File: config.mk
export PLATFORM = sky130hd
export DESIGN_NAME = skip_eval
export DESIGN_NICKNAME = d
export VERILOG_FILES = /design/src/rtl/skip_eval_pkg.sv /design/src/rtl/skip_sel_test.sv /design/src/rtl/skip_reg_test.sv /design/src/rtl/skip_eval.sv
export SDC_FILE = /design/constraint.sdc
export NUM_CORES = 1
export LEC_CHECK = 0
export BUFFER_PORTS_ARGS = -buffer_cell sky130_fd_sc_hd__buf_2
export CORE_MARGIN = 2
export CORE_UTILIZATION = 25
export CTS_CLUSTER_SIZE = 24
export DETAILED_ROUTE_END_ITERATION = 7
export GPL_TIMING_DRIVEN = 0
export PLACE_DENSITY = 0.84
export SLEW_MARGIN = 20
export SYNTH_ARGS = -nofsm -noshare
export SYNTH_HDL_FRONTEND = slang
export SYNTH_SLANG_ARGS = --single-unit
File: constraint.sdc
create_clock -name clk -period 0.8 [get_ports clk]
set_clock_uncertainty 0.05 [all_clocks]
set_input_delay 0.08 -clock clk [delete_from_list [all_inputs] [get_ports clk]]
set_output_delay 0.08 -clock clk [all_outputs]
set_load 0.005 [all_outputs]
File: src/rtl/skip_eval_pkg.sv
package skip_eval_pkg;
  localparam int WORD_W = 18;
  localparam int OPC_W  = 5;
  localparam int SEL_W  = 3;
  localparam int NSEL   = 6;
  localparam logic [OPC_W-1:0] SKIP_OPC = 5'b11010;

  // Field order follows the bit positions that the sequencer encodes.
  typedef struct packed {
    logic [OPC_W-1:0] opc;
    logic             inv;
    logic             i_nz;
    logic             i_pos;
    logic             ovf_z;
    logic             a_neg;
    logic             a_pos;
    logic             a_zero;
    logic [SEL_W-1:0] sw_sel;
    logic [SEL_W-1:0] fl_sel;
  } skip_word_t;
endpackage

File: src/rtl/skip_sel_test.sv
module skip_sel_test #(
  parameter int N     = 6,
  parameter int SEL_W = 3
) (
  input  logic [SEL_W-1:0] sel,
  input  logic [N-1:0]     vec,
  output logic             hit
);
  localparam logic [SEL_W-1:0] ALL_CODE = {SEL_W{1'b1}};

  logic [N-1:0] one_hit;

  genvar k;
  generate
    for (k = 0; k < N; k++) begin : g_bit
      assign one_hit[k] = (sel == SEL_W'(k + 1)) && !vec[k];
    end
  endgenerate

  assign hit = (|one_hit) || ((sel == ALL_CODE) && (vec == '0));
endmodule

File: src/rtl/skip_reg_test.sv
module skip_reg_test #(
  parameter int W = 18
) (
  input  logic         en_a_zero,
  input  logic         en_a_pos,
  input  logic         en_a_neg,
  input  logic         en_ovf_z,
  input  logic         en_i_pos,
  input  logic         en_i_nz,
  input  logic [W-1:0] acc,
  input  logic [W-1:0] io,
  input  logic         ovf,
  output logic         hit
);
  logic a_is_zero, a_sign, i_sign, i_is_zero;

  always_comb begin
    a_is_zero = (acc == '0);
    a_sign    = acc[W-1];
    i_sign    = io[W-1];
    i_is_zero = (io == '0);
    hit = (en_a_zero && a_is_zero) ||
          (en_a_pos  && !a_sign)   ||
          (en_a_neg  && a_sign)    ||
          (en_ovf_z  && !ovf)      ||
          (en_i_pos  && !i_sign)   ||
          (en_i_nz   && !i_is_zero);
  end
endmodule

File: src/rtl/skip_eval.sv
module skip_eval
  import skip_eval_pkg::*;
(
  input  logic              clk,
  input  logic              rst_n,
  input  logic              instr_valid,
  input  logic [WORD_W-1:0] instr,
  input  logic [WORD_W-1:0] acc,
  input  logic [WORD_W-1:0] io,
  input  logic              ovf,
  input  logic [NSEL-1:0]   flags,
  input  logic [NSEL-1:0]   switches,
  output logic              skip_taken,
  output logic              ovf_clear
);
  skip_word_t w;
  logic reg_hit, flag_hit, sw_hit;
  logic is_skip, decision;
  logic skip_nx, clr_nx;
  logic skip_q, clr_q;

  assign w = skip_word_t'(instr);

  skip_reg_test #(.W(WORD_W)) u_reg (
    .en_a_zero (w.a_zero),
    .en_a_pos  (w.a_pos),
    .en_a_neg  (w.a_neg),
    .en_ovf_z  (w.ovf_z),
    .en_i_pos  (w.i_pos),
    .en_i_nz   (w.i_nz),
    .acc       (acc),
    .io        (io),
    .ovf       (ovf),
    .hit       (reg_hit)
  );

  skip_sel_test #(.N(NSEL), .SEL_W(SEL_W)) u_flag (
    .sel (w.fl_sel),
    .vec (flags),
    .hit (flag_hit)
  );

  skip_sel_test #(.N(NSEL), .SEL_W(SEL_W)) u_sw (
    .sel (w.sw_sel),
    .vec (switches),
    .hit (sw_hit)
  );

  // Next-state logic
  always_comb begin
    is_skip  = instr_valid && (w.opc == SKIP_OPC);
    decision = reg_hit || flag_hit || sw_hit;
    skip_nx  = is_skip && (decision ^ w.inv);
    clr_nx   = is_skip && w.ovf_z;
  end

  // Registers
  always_ff @(posedge clk or negedge rst_n) begin
    if (!rst_n) begin
      skip_q <= 1'b0;
      clr_q  <= 1'b0;
    end else begin
      skip_q <= skip_nx;
      clr_q  <= clr_nx;
    end
  end

  assign skip_taken = skip_q;
  assign ovf_clear  = clr_q;
endmodule

==> flow_metrics.py, run 1 <==
metrics = {
    "finish": {
        "multi_input_area_um2": 282,
        "stdcell_area_um2": 759,
        "regArea_um2": 50.0,
        "syn_to_final_growth_pct": 125,
        "final_common_cell": "buf_2",
        "fillers": 125,
        "mostFrequentLayoutCells": "buf_2, nor4_1, inv_1",
        "final_nets": 192,
        "fin_util_pct": 59.1,
        "antenna_cells": 0,
        "final_layout_size_suffix_gt1_share_pct": 64.2,
        "final_cells": 135,
    },
    "critical_path": {
        "required_ps": 860,
        "worstPathMaxFanout": 2,
        "cp_common_cell": "or4_4",
        "arrival_ps": 1970,
        "worstSetupEndpointType": "flip-flop",
        "critical_path.cell_chain": "buf_6 -> or4_4 -> or4_4 -> a32o_2 -> or4_1 -> and3_1",
        "cp_slowest_cell": "or4_4",
        "crit_path_start_kind": "input port",
        "crit_type": "in2reg",
        "slowest_delay_ps": 510,
    },
    "timing": {
        "rsz0062_at_grt": "yes",
        "setup_slack_ps": -1100,
        "fin_crit_sh_pct": 238,
        "period_minus_slack_ps": 1900,
        "tightest_slew_ps": 344,
        "hold_viol": 0,
        "drv_slew": 0,
        "setup_violations": 3,
        "maxSlewHeadroom_pct": 76.8,
        "max_freq_mhz": 525,
    },
    "cts": {
        "post_cts_buffers": 0,
        "clock-root-buffer": "clkbuf_4",
        "clk_pin_slew_ps": 30,
        "cts_tree": "built",
        "cts_buffer_depth": 2,
        "ctsHtreeMaxLevel": 1,
        "clock_sinks": 2,
        "cts_buffers": 3,
    },
    "status": {
        "violations": "setup timing",
        "status": "complete, but fails checks",
    },
    "drt": {
        "vias": 684,
        "postRouteAntennaNets": 0,
        "drt-initial-drc-count": 6,
        "dr.pass1.iters": 4,
        "viasPerCell": 5.07,
        "drc_errors": 0,
        "drt_wl_total_um": 1550,
        "wl_per_cell_um": 11.5,
    },
    "synthesis": {
        "syn_inst": 45,
        "ys_seq_elements": 2,
        "yosys.area.top_type": "nor4_1",
        "synth_top_area_share_pct": 16.7,
        "synth.area.top_cells": "nor4_1, dfrtp_1, mux2i_1",
        "syn-cell-area_um2": 338,
        "synth_fp_nets": 115,
        "synth-warning-count": 0,
        "yosys.cell_types.count": 24,
        "avgSynthCellArea_um2": 7.51,
        "ys_seq_area_share_pct": 14.8,
    },
    "floorplanning": {
        "dieHeight_um": 40.8,
        "pin_count": 72,
        "fp.dieW_um": 40.8,
        "rows": 13,
        "core_mm2": 0.00128,
        "initial_core_util_pct": 26.3,
        "dieArea_mm2": 0.00166,
    },
    "global_route": {
        "grt_max_degree": 6,
        "overflow": 0,
        "track_usage_pct": 18.1,
        "grt_pass1_wl_um": 2040,
        "antenna_found_initial": 0,
        "grt_pass1_vias": 573,
    },
    "power_and_ir_drop": {
        "p_leak_nw": 0.427,
        "peakVddDrop_mv": 0.253,
        "powerDensity_mw_per_mm2": 795,
        "total_power_mw": 0.604,
    },
    "placed_design": {
        "gp_congestion": 0.684,
        "place_inst": 131,
        "place_area_um2": 712,
        "port_buffers": 71,
        "dp_hpwl_um": 1340,
    },
    "min_path": {
        "min_path_type": "in2reg",
    },
    "job": {
        "drv_cap": 0,
    },
}
[where the power goes]
part           leakage [nW]  switching (mW)  internal, mW
logic                 0.385           0.102         0.170
clock network        0.0138          0.0629         0.166
registers            0.0279        0.000143         0.103
total                 0.427           0.165         0.439
[cell families (layout without fill, tap and decap cells)]
logic type	after synthesis	in the layout	share of synthesized area, %
mux	3	3	8.89
flops	2	2	14.8
buf+inv	4	79	4.44
compound gates	12	12	26.3
simple gates	24	24	45.6
[final timing paths]
path	startpoint	to	cells past startpoint
min in group asynchronous	rst_n	skip_taken	2
max in group asynchronous	rst_n	ovf_clear	2
min	instr[9]	ovf_clear	2
max	io[0]	skip_taken	6
[through the flow]
step | setup WS [ps] | TNS (ps) | hold slack [ps]
after global routing | -1150 | -1240 | 67.2
after detailed placement | -1350 | -1390 | -181
after global placement | -1310 | -1340 | -185
after floorplan | -1160 | -1160 | -266
after CTS | -1120 | -1160 | 36.2
final | -1100 | -1160 | 44.8
[registers in the layout, indices dropped and copies added (netlist names)]
register,count
skip_taken,1
ovf_clear,1
[cell usage after synthesis]
library cell and n:
nand3_1 1, mux2i_1 3, nor3b_1 1, nand4b_1 1, and3_1 1, a22oi_1 1
nor4_1 9, a21o_1 1, or4_1 3, nor2_1 1, and2_1 1, inv_1 4
dfrtp_1 2, o41ai_1 2, o21ai_0 2, a32o_1 2, nand2_1 2, a21oi_1 1
nor4b_1 2, o31ai_1 1, o22ai_1 1, nor2b_1 1, a211oi_1 1, nand4_1 1
[per-layer routing]
metal / track usage (%) / wire length [µm] / share of wire, %
met5: 0 / 0 / 0
met3: 1.63 / 139 / 9.0
met1: 16.1 / 537 / 35
met2: 40.5 / 865 / 56
met4: 5.00 / 6 / 0.39
[critical path, delay by kind of cell]
family                 cells  cell delay (ps)
AO/OA/AOI/OAI              1              240
buffers and inverters      1               90
AND/OR/NAND/NOR            4             1550
[area by class of cell]
type,count,share of cell area [%]
Sequential cell,2,6.59
Multi-Input combinational cell,39,37.1
Clock buffer,3,2.97
Tap cell,15,2.47
Inverter,4,1.98
Timing Repair Buffer,72,48.9
[what timing repair did]
action | in CTS | in global routing
resized for setup | 0 | 4
endpoints found under the hold margin | 2 | 0
setup endpoints to repair | 3 | 3
hold buffers | 1 | 0
pin swaps | 1 | 0
(Power assumes the default switching activity.)
==> run 2, diff against run 1 <==
BUFFER_PORTS_ARGS = -buffer_cell sky130_fd_sc_hd__buf_4   (was -buffer_cell sky130_fd_sc_hd__buf_2)
==> flow_metrics.py, run 2 (same netlist as run 1, synthesis figures left out) <==
metrics = {
    "floorplanning": {
        "pin_count": 72,
        "fp.dieW_um": 40.8,
        "core_mm2": 0.00128,
        "dieHeight_um": 40.8,
        "initial_core_util_pct": 26.3,
        "dieArea_mm2": 0.00166,
        "rows": 13,
    },
    "placed_design": {
        "place_inst": 131,
        "gp_congestion": 0.721,
        "dp_slack_ps": -1320,
        "port_buffers": 71,
    },
    "global_route": {
        "use_met1_pct": 19.4,
        "grt_util_met2_pct": 46.0,
        "grt_max_degree": 6,
        "grt_pass1_wl_um": 2370,
        "grt_use_met3_pct": 7.07,
        "antenna_found_initial": 0,
        "track_usage_pct": 22.3,
        "grt.busiest_layer": "met2",
        "grt_pass1_vias": 625,
        "overflow": 0,
    },
    "cts": {
        "post_cts_buffers": 0,
        "ctsHtreeMaxLevel": 1,
        "cts_buffers": 3,
        "clk_pin_slew_ps": 30,
        "clock-root-buffer": "clkbuf_4",
        "cts_buffer_depth": 2,
        "clock_sinks": 2,
        "cts_tree": "built",
    },
    "timing": {
        "maxSlewHeadroom_pct": 76.8,
        "setup_slack_ps": -1100,
        "drv_slew": 0,
        "max_freq_mhz": 528,
        "tightest_slew_ps": 344,
        "fin_crit_sh_pct": 237,
        "period_minus_slack_ps": 1900,
        "setup_violations": 3,
        "rsz0062_at_grt": "yes",
        "hold_viol": 0,
    },
    "drt": {
        "drt_wl_total_um": 1870,
        "drt-initial-drc-count": 2,
        "wl_per_cell_um": 13.8,
        "vias": 659,
        "dr.pass1.iters": 4,
        "drc_errors": 0,
        "viasPerCell": 4.88,
        "postRouteAntennaNets": 0,
    },
    "critical_path": {
        "crit_type": "in2reg",
        "crit_path_start_kind": "input port",
        "cp_common_cell": "or4_4",
        "critical_path.cell_chain": "buf_6 -> or4_4 -> or4_4 -> a32o_1 -> or4_1 -> and3_1",
        "cp_slowest_cell": "or4_4",
        "worstPathMaxFanout": 2,
        "required_ps": 870,
        "slowest_delay_ps": 520,
        "worstSetupEndpointType": "flip-flop",
        "arrival_ps": 1960,
    },
    "finish": {
        "final_common_cell": "buf_4",
        "antenna_cells": 0,
        "multi_input_area_um2": 280,
        "mostFrequentLayoutCells": "buf_4, nor4_1, inv_1, buf_6",
        "syn_to_final_growth_pct": 180,
        "final_nets": 192,
        "final_layout_size_suffix_gt1_share_pct": 63.3,
        "fillers": 106,
        "regArea_um2": 50.0,
        "fin_util_pct": 73.5,
        "final_cells": 135,
    },
    "job": {
        "drv_cap": 0,
    },
    "min_path": {
        "worstHoldEndpoint": "ovf_clear",
        "min_path_type": "in2reg",
        "whs_path_depth": 2,
        "worstHoldStart": "instr[9]",
    },
    "power_and_ir_drop": {
        "peakVddDrop_mv": 0.393,
        "p_leak_nw": 0.485,
        "powerDensity_mw_per_mm2": 747,
    },
    "status": {
        "status": "complete, but fails checks",
        "violations": "setup timing",
    },
}
[run 2: cell counts in the layout (fill, tap and decap cells not counted)]
Identical to the previous run, type by type.
[run 2: power breakdown]
part / internal [mW] / switching (mW) / total [mW]
sequential: 0.103 / 0.000283 / 0.103
combinational: 0.264 / 0.104 / 0.368
clock: 0.166 / 0.0693 / 0.236
total: 0.532 / 0.174 / 0.706
[run 2: worst max path at each step]
| stage | start | end | slack [ps] | depth (start not counted) |
|---|---|---|---|---|
| 2_1_floorplan | io[0] | skip_taken | -1160 | 5 |
| 3_3_place_gp | io[0] | skip_taken | -1330 | 6 |
| 3_5_place_dp | io[0] | skip_taken | -1320 | 6 |
| 4_1_cts | io[0] | skip_taken | -1070 | 6 |
| 5_1_grt | io[0] | skip_taken | -1130 | 6 |
| 6_report | io[0] | skip_taken | -1100 | 6 |
[run 2: worst max-delay path, delay by kind of cell]
family / cells / cell delay [ps]
AOI/OAI and AO/OA: 1 / 230
and+or+nand+nor: 4 / 1560
buffers and inverters: 1 / 90
[run 2: repair_timing]
action                                  in CTS  in global routing
endpoints found under the hold margin        2                  0
pin swaps                                    1                  1
gates resized for setup                      4                  2
hold buffers                                 1                  0
gates cloned                                 0                  0
endpoints found under the setup margin       3                  3
[run 2: cell type report]
cell class / count / share of cell area, %
inverter: 4 / 1.59
timing repair buffer: 72 / 59.1
tap: 15 / 1.99
multi-input combinational: 39 / 29.7
clock buffer: 3 / 2.38
sequential: 2 / 5.30
[run 2: metal layers]
metal / share of wire (%) / vias to the layer above
li1: - / 343
met1: 33 / 282
met2: 56 / 32
met3: 9.7 / 2
met4: 1.1 / 0
met5: 0 / -
[run 2: metrics by stage]
stage	hold WS, ps	TNS, ps	power, mW	cell area, µm²
2_1_floorplan	-266	-1160	0.172	338
3_3_place_gp	-188	-1390	0.447	890
3_5_place_dp	-186	-1400	0.458	890
4_1_cts	22.1	-1150	0.706	937
5_1_grt	21.1	-1240	0.758	945
6_report	22.1	-1170	0.706	945
==> run 3, diff against run 2 <==
CELL_PAD_IN_SITES_DETAIL_PLACEMENT = 2   (was not set)
CELL_PAD_IN_SITES_GLOBAL_PLACEMENT = 2   (was not set)
CORE_MARGIN = not set   (was 2)
CORE_UTILIZATION = 10   (was 25)
PLACE_DENSITY = not set   (was 0.84)
PLACE_DENSITY_LB_ADDON = 0.1   (was not set)
SKIP_CTS_REPAIR_TIMING = 1   (was not set)
==> flow_metrics.py, run 3 (same netlist as run 1, synthesis figures left out) <==
metrics = {
    "finish": {
        "stdcell_area_um2": 982,
        "final_nets": 192,
        "final_common_cell": "buf_4",
        "syn_to_final_growth_pct": 191,
        "antenna_cells": 0,
        "fin_util_pct": 31.4,
        "final_layout_size_suffix_gt1_share_pct": 64.2,
        "regArea_um2": 50.0,
        "mostFrequentLayoutCells": "buf_4, nor4_1, inv_1, buf_6",
        "multi_input_area_um2": 282,
        "fillers": 364,
    },
    "critical_path": {
        "crit_path_start_kind": "input port",
        "required_ps": 850,
        "worstSetupEndpointType": "flip-flop",
        "worstPathMaxFanout": 2,
        "crit_type": "in2reg",
        "arrival_ps": 1970,
    },
    "floorplanning": {
        "dieArea_mm2": 0.00361,
        "fp.dieW_um": 60.1,
        "dieHeight_um": 60.1,
        "rows": 20,
        "initial_core_util_pct": 10.8,
        "core_mm2": 0.00313,
        "pin_count": 72,
    },
    "drt": {
        "wl_met3_um": 143,
        "drt-initial-drc-count": 21,
        "postRouteAntennaNets": 0,
        "vias": 697,
        "dr_wl_met2_um": 1250,
        "drt_wl_total_um": 2100,
        "wl_per_cell_um": 12.8,
        "m1WireLength_um": 696,
        "dr.pass1.iters": 2,
        "drc_errors": 0,
        "routed.top_layer": "met4",
        "viasPerCell": 4.25,
    },
    "global_route": {
        "grt_pass1_vias": 781,
        "grt_max_degree": 6,
        "antenna_found_initial": 0,
        "grt_pass1_wl_um": 3150,
        "track_usage_pct": 11.4,
        "overflow": 0,
    },
    "timing": {
        "maxSlewHeadroom_pct": 73.4,
        "setup_violations": 3,
        "max_freq_mhz": 520,
        "rsz0062_at_grt": "yes",
        "hold_viol": 0,
        "tightest_slew_ps": 394,
        "setup_slack_ps": -1120,
        "period_minus_slack_ps": 1920,
        "drv_slew": 0,
        "fin_crit_sh_pct": 240,
    },
    "cts": {
        "cts_buffers": 3,
        "clk_pin_slew_ps": 30,
        "cts_buffer_depth": 2,
        "ctsHtreeMaxLevel": 1,
        "clock_sinks": 2,
        "clock-root-buffer": "clkbuf_4",
        "cts_tree": "built",
    },
    "placed_design": {
        "gp_congestion": 0.644,
        "place_area_um2": 926,
        "dp_hpwl_um": 1910,
        "port_buffers": 71,
    },
    "power_and_ir_drop": {
        "p_leak_nw": 0.488,
        "powerDensity_mw_per_mm2": 700,
        "peakVddDrop_mv": 0.186,
    },
    "min_path": {
        "worstHoldStart": "instr[9]",
        "min_path_type": "in2reg",
        "worstHoldEndpoint": "ovf_clear",
        "whs_path_depth": 2,
    },
    "job": {
        "drv_cap": 0,
    },
    "status": {
        "violations": "setup timing",
        "status": "complete, but fails checks",
    },
}
==> run 3: cell count changes in the layout (fill, tap and decap cells not counted) <==
cell / delta
a32o_1: -1
a32o_2: +1
==> run 3: area by class of cell <==
cell class	instances	share of cell area [%]
Multi-Input combinational cell	39	28.7
Clock buffer	3	2.29
Tap cell	44	5.61
Sequential cell	2	5.10
Inverter	4	1.53
Timing Repair Buffer	72	56.8
==> run 3: how the worst max path moves through the flow <==
stage / from / end / slack [ps] / depth (start not counted)
2_1_floorplan: io[0] / skip_taken / -1160 / 5
3_3_place_gp: io[0] / skip_taken / -1360 / 6
3_5_place_dp: io[0] / skip_taken / -1390 / 6
4_1_cts: io[0] / skip_taken / -1160 / 6
5_1_grt: io[0] / skip_taken / -1160 / 6
6_report: io[0] / skip_taken / -1120 / 6
==> run 3: metal layers <==
| metal | up-vias | track usage [%] |
|---|---|---|
| li1 | 344 | - |
| met1 | 323 | 11.3 |
| met2 | 28 | 23.1 |
| met3 | 2 | 2.16 |
| met4 | 0 | 3.99 |
| met5 | - | 0 |
==> run 3: report_power, final <==
part           total [mW]  switching (mW)  internal, mW  leakage (nW)
registers           0.103        0.000277         0.103        0.0279
clock network       0.216          0.0511         0.165        0.0138
logic               0.369           0.105         0.264         0.446
total               0.688           0.156         0.532         0.488
==> run 3: per-stage QoR <==
stage / power [mW] / TNS, ps / hold slack (ps) / setup WS (ps) / cells
after global routing: 0.756 / -1260 / 38.8 / -1160 / 164
after detailed placement: 0.466 / -1490 / -187 / -1390 / 160
after global placement: 0.455 / -1450 / -188 / -1360 / 160
after floorplan: 0.172 / -1160 / -266 / -1160 / 45
final: 0.688 / -1170 / 38.5 / -1120 / 164
after CTS: 0.699 / -1240 / -425 / -1160 / 163
==> run 3: worst max-delay path, cell delays in order <==
cell and delay, ps:
buf_6 90, or4_4 510, or4_4 490, a32o_2 240, or4_1 390, and3_1 180
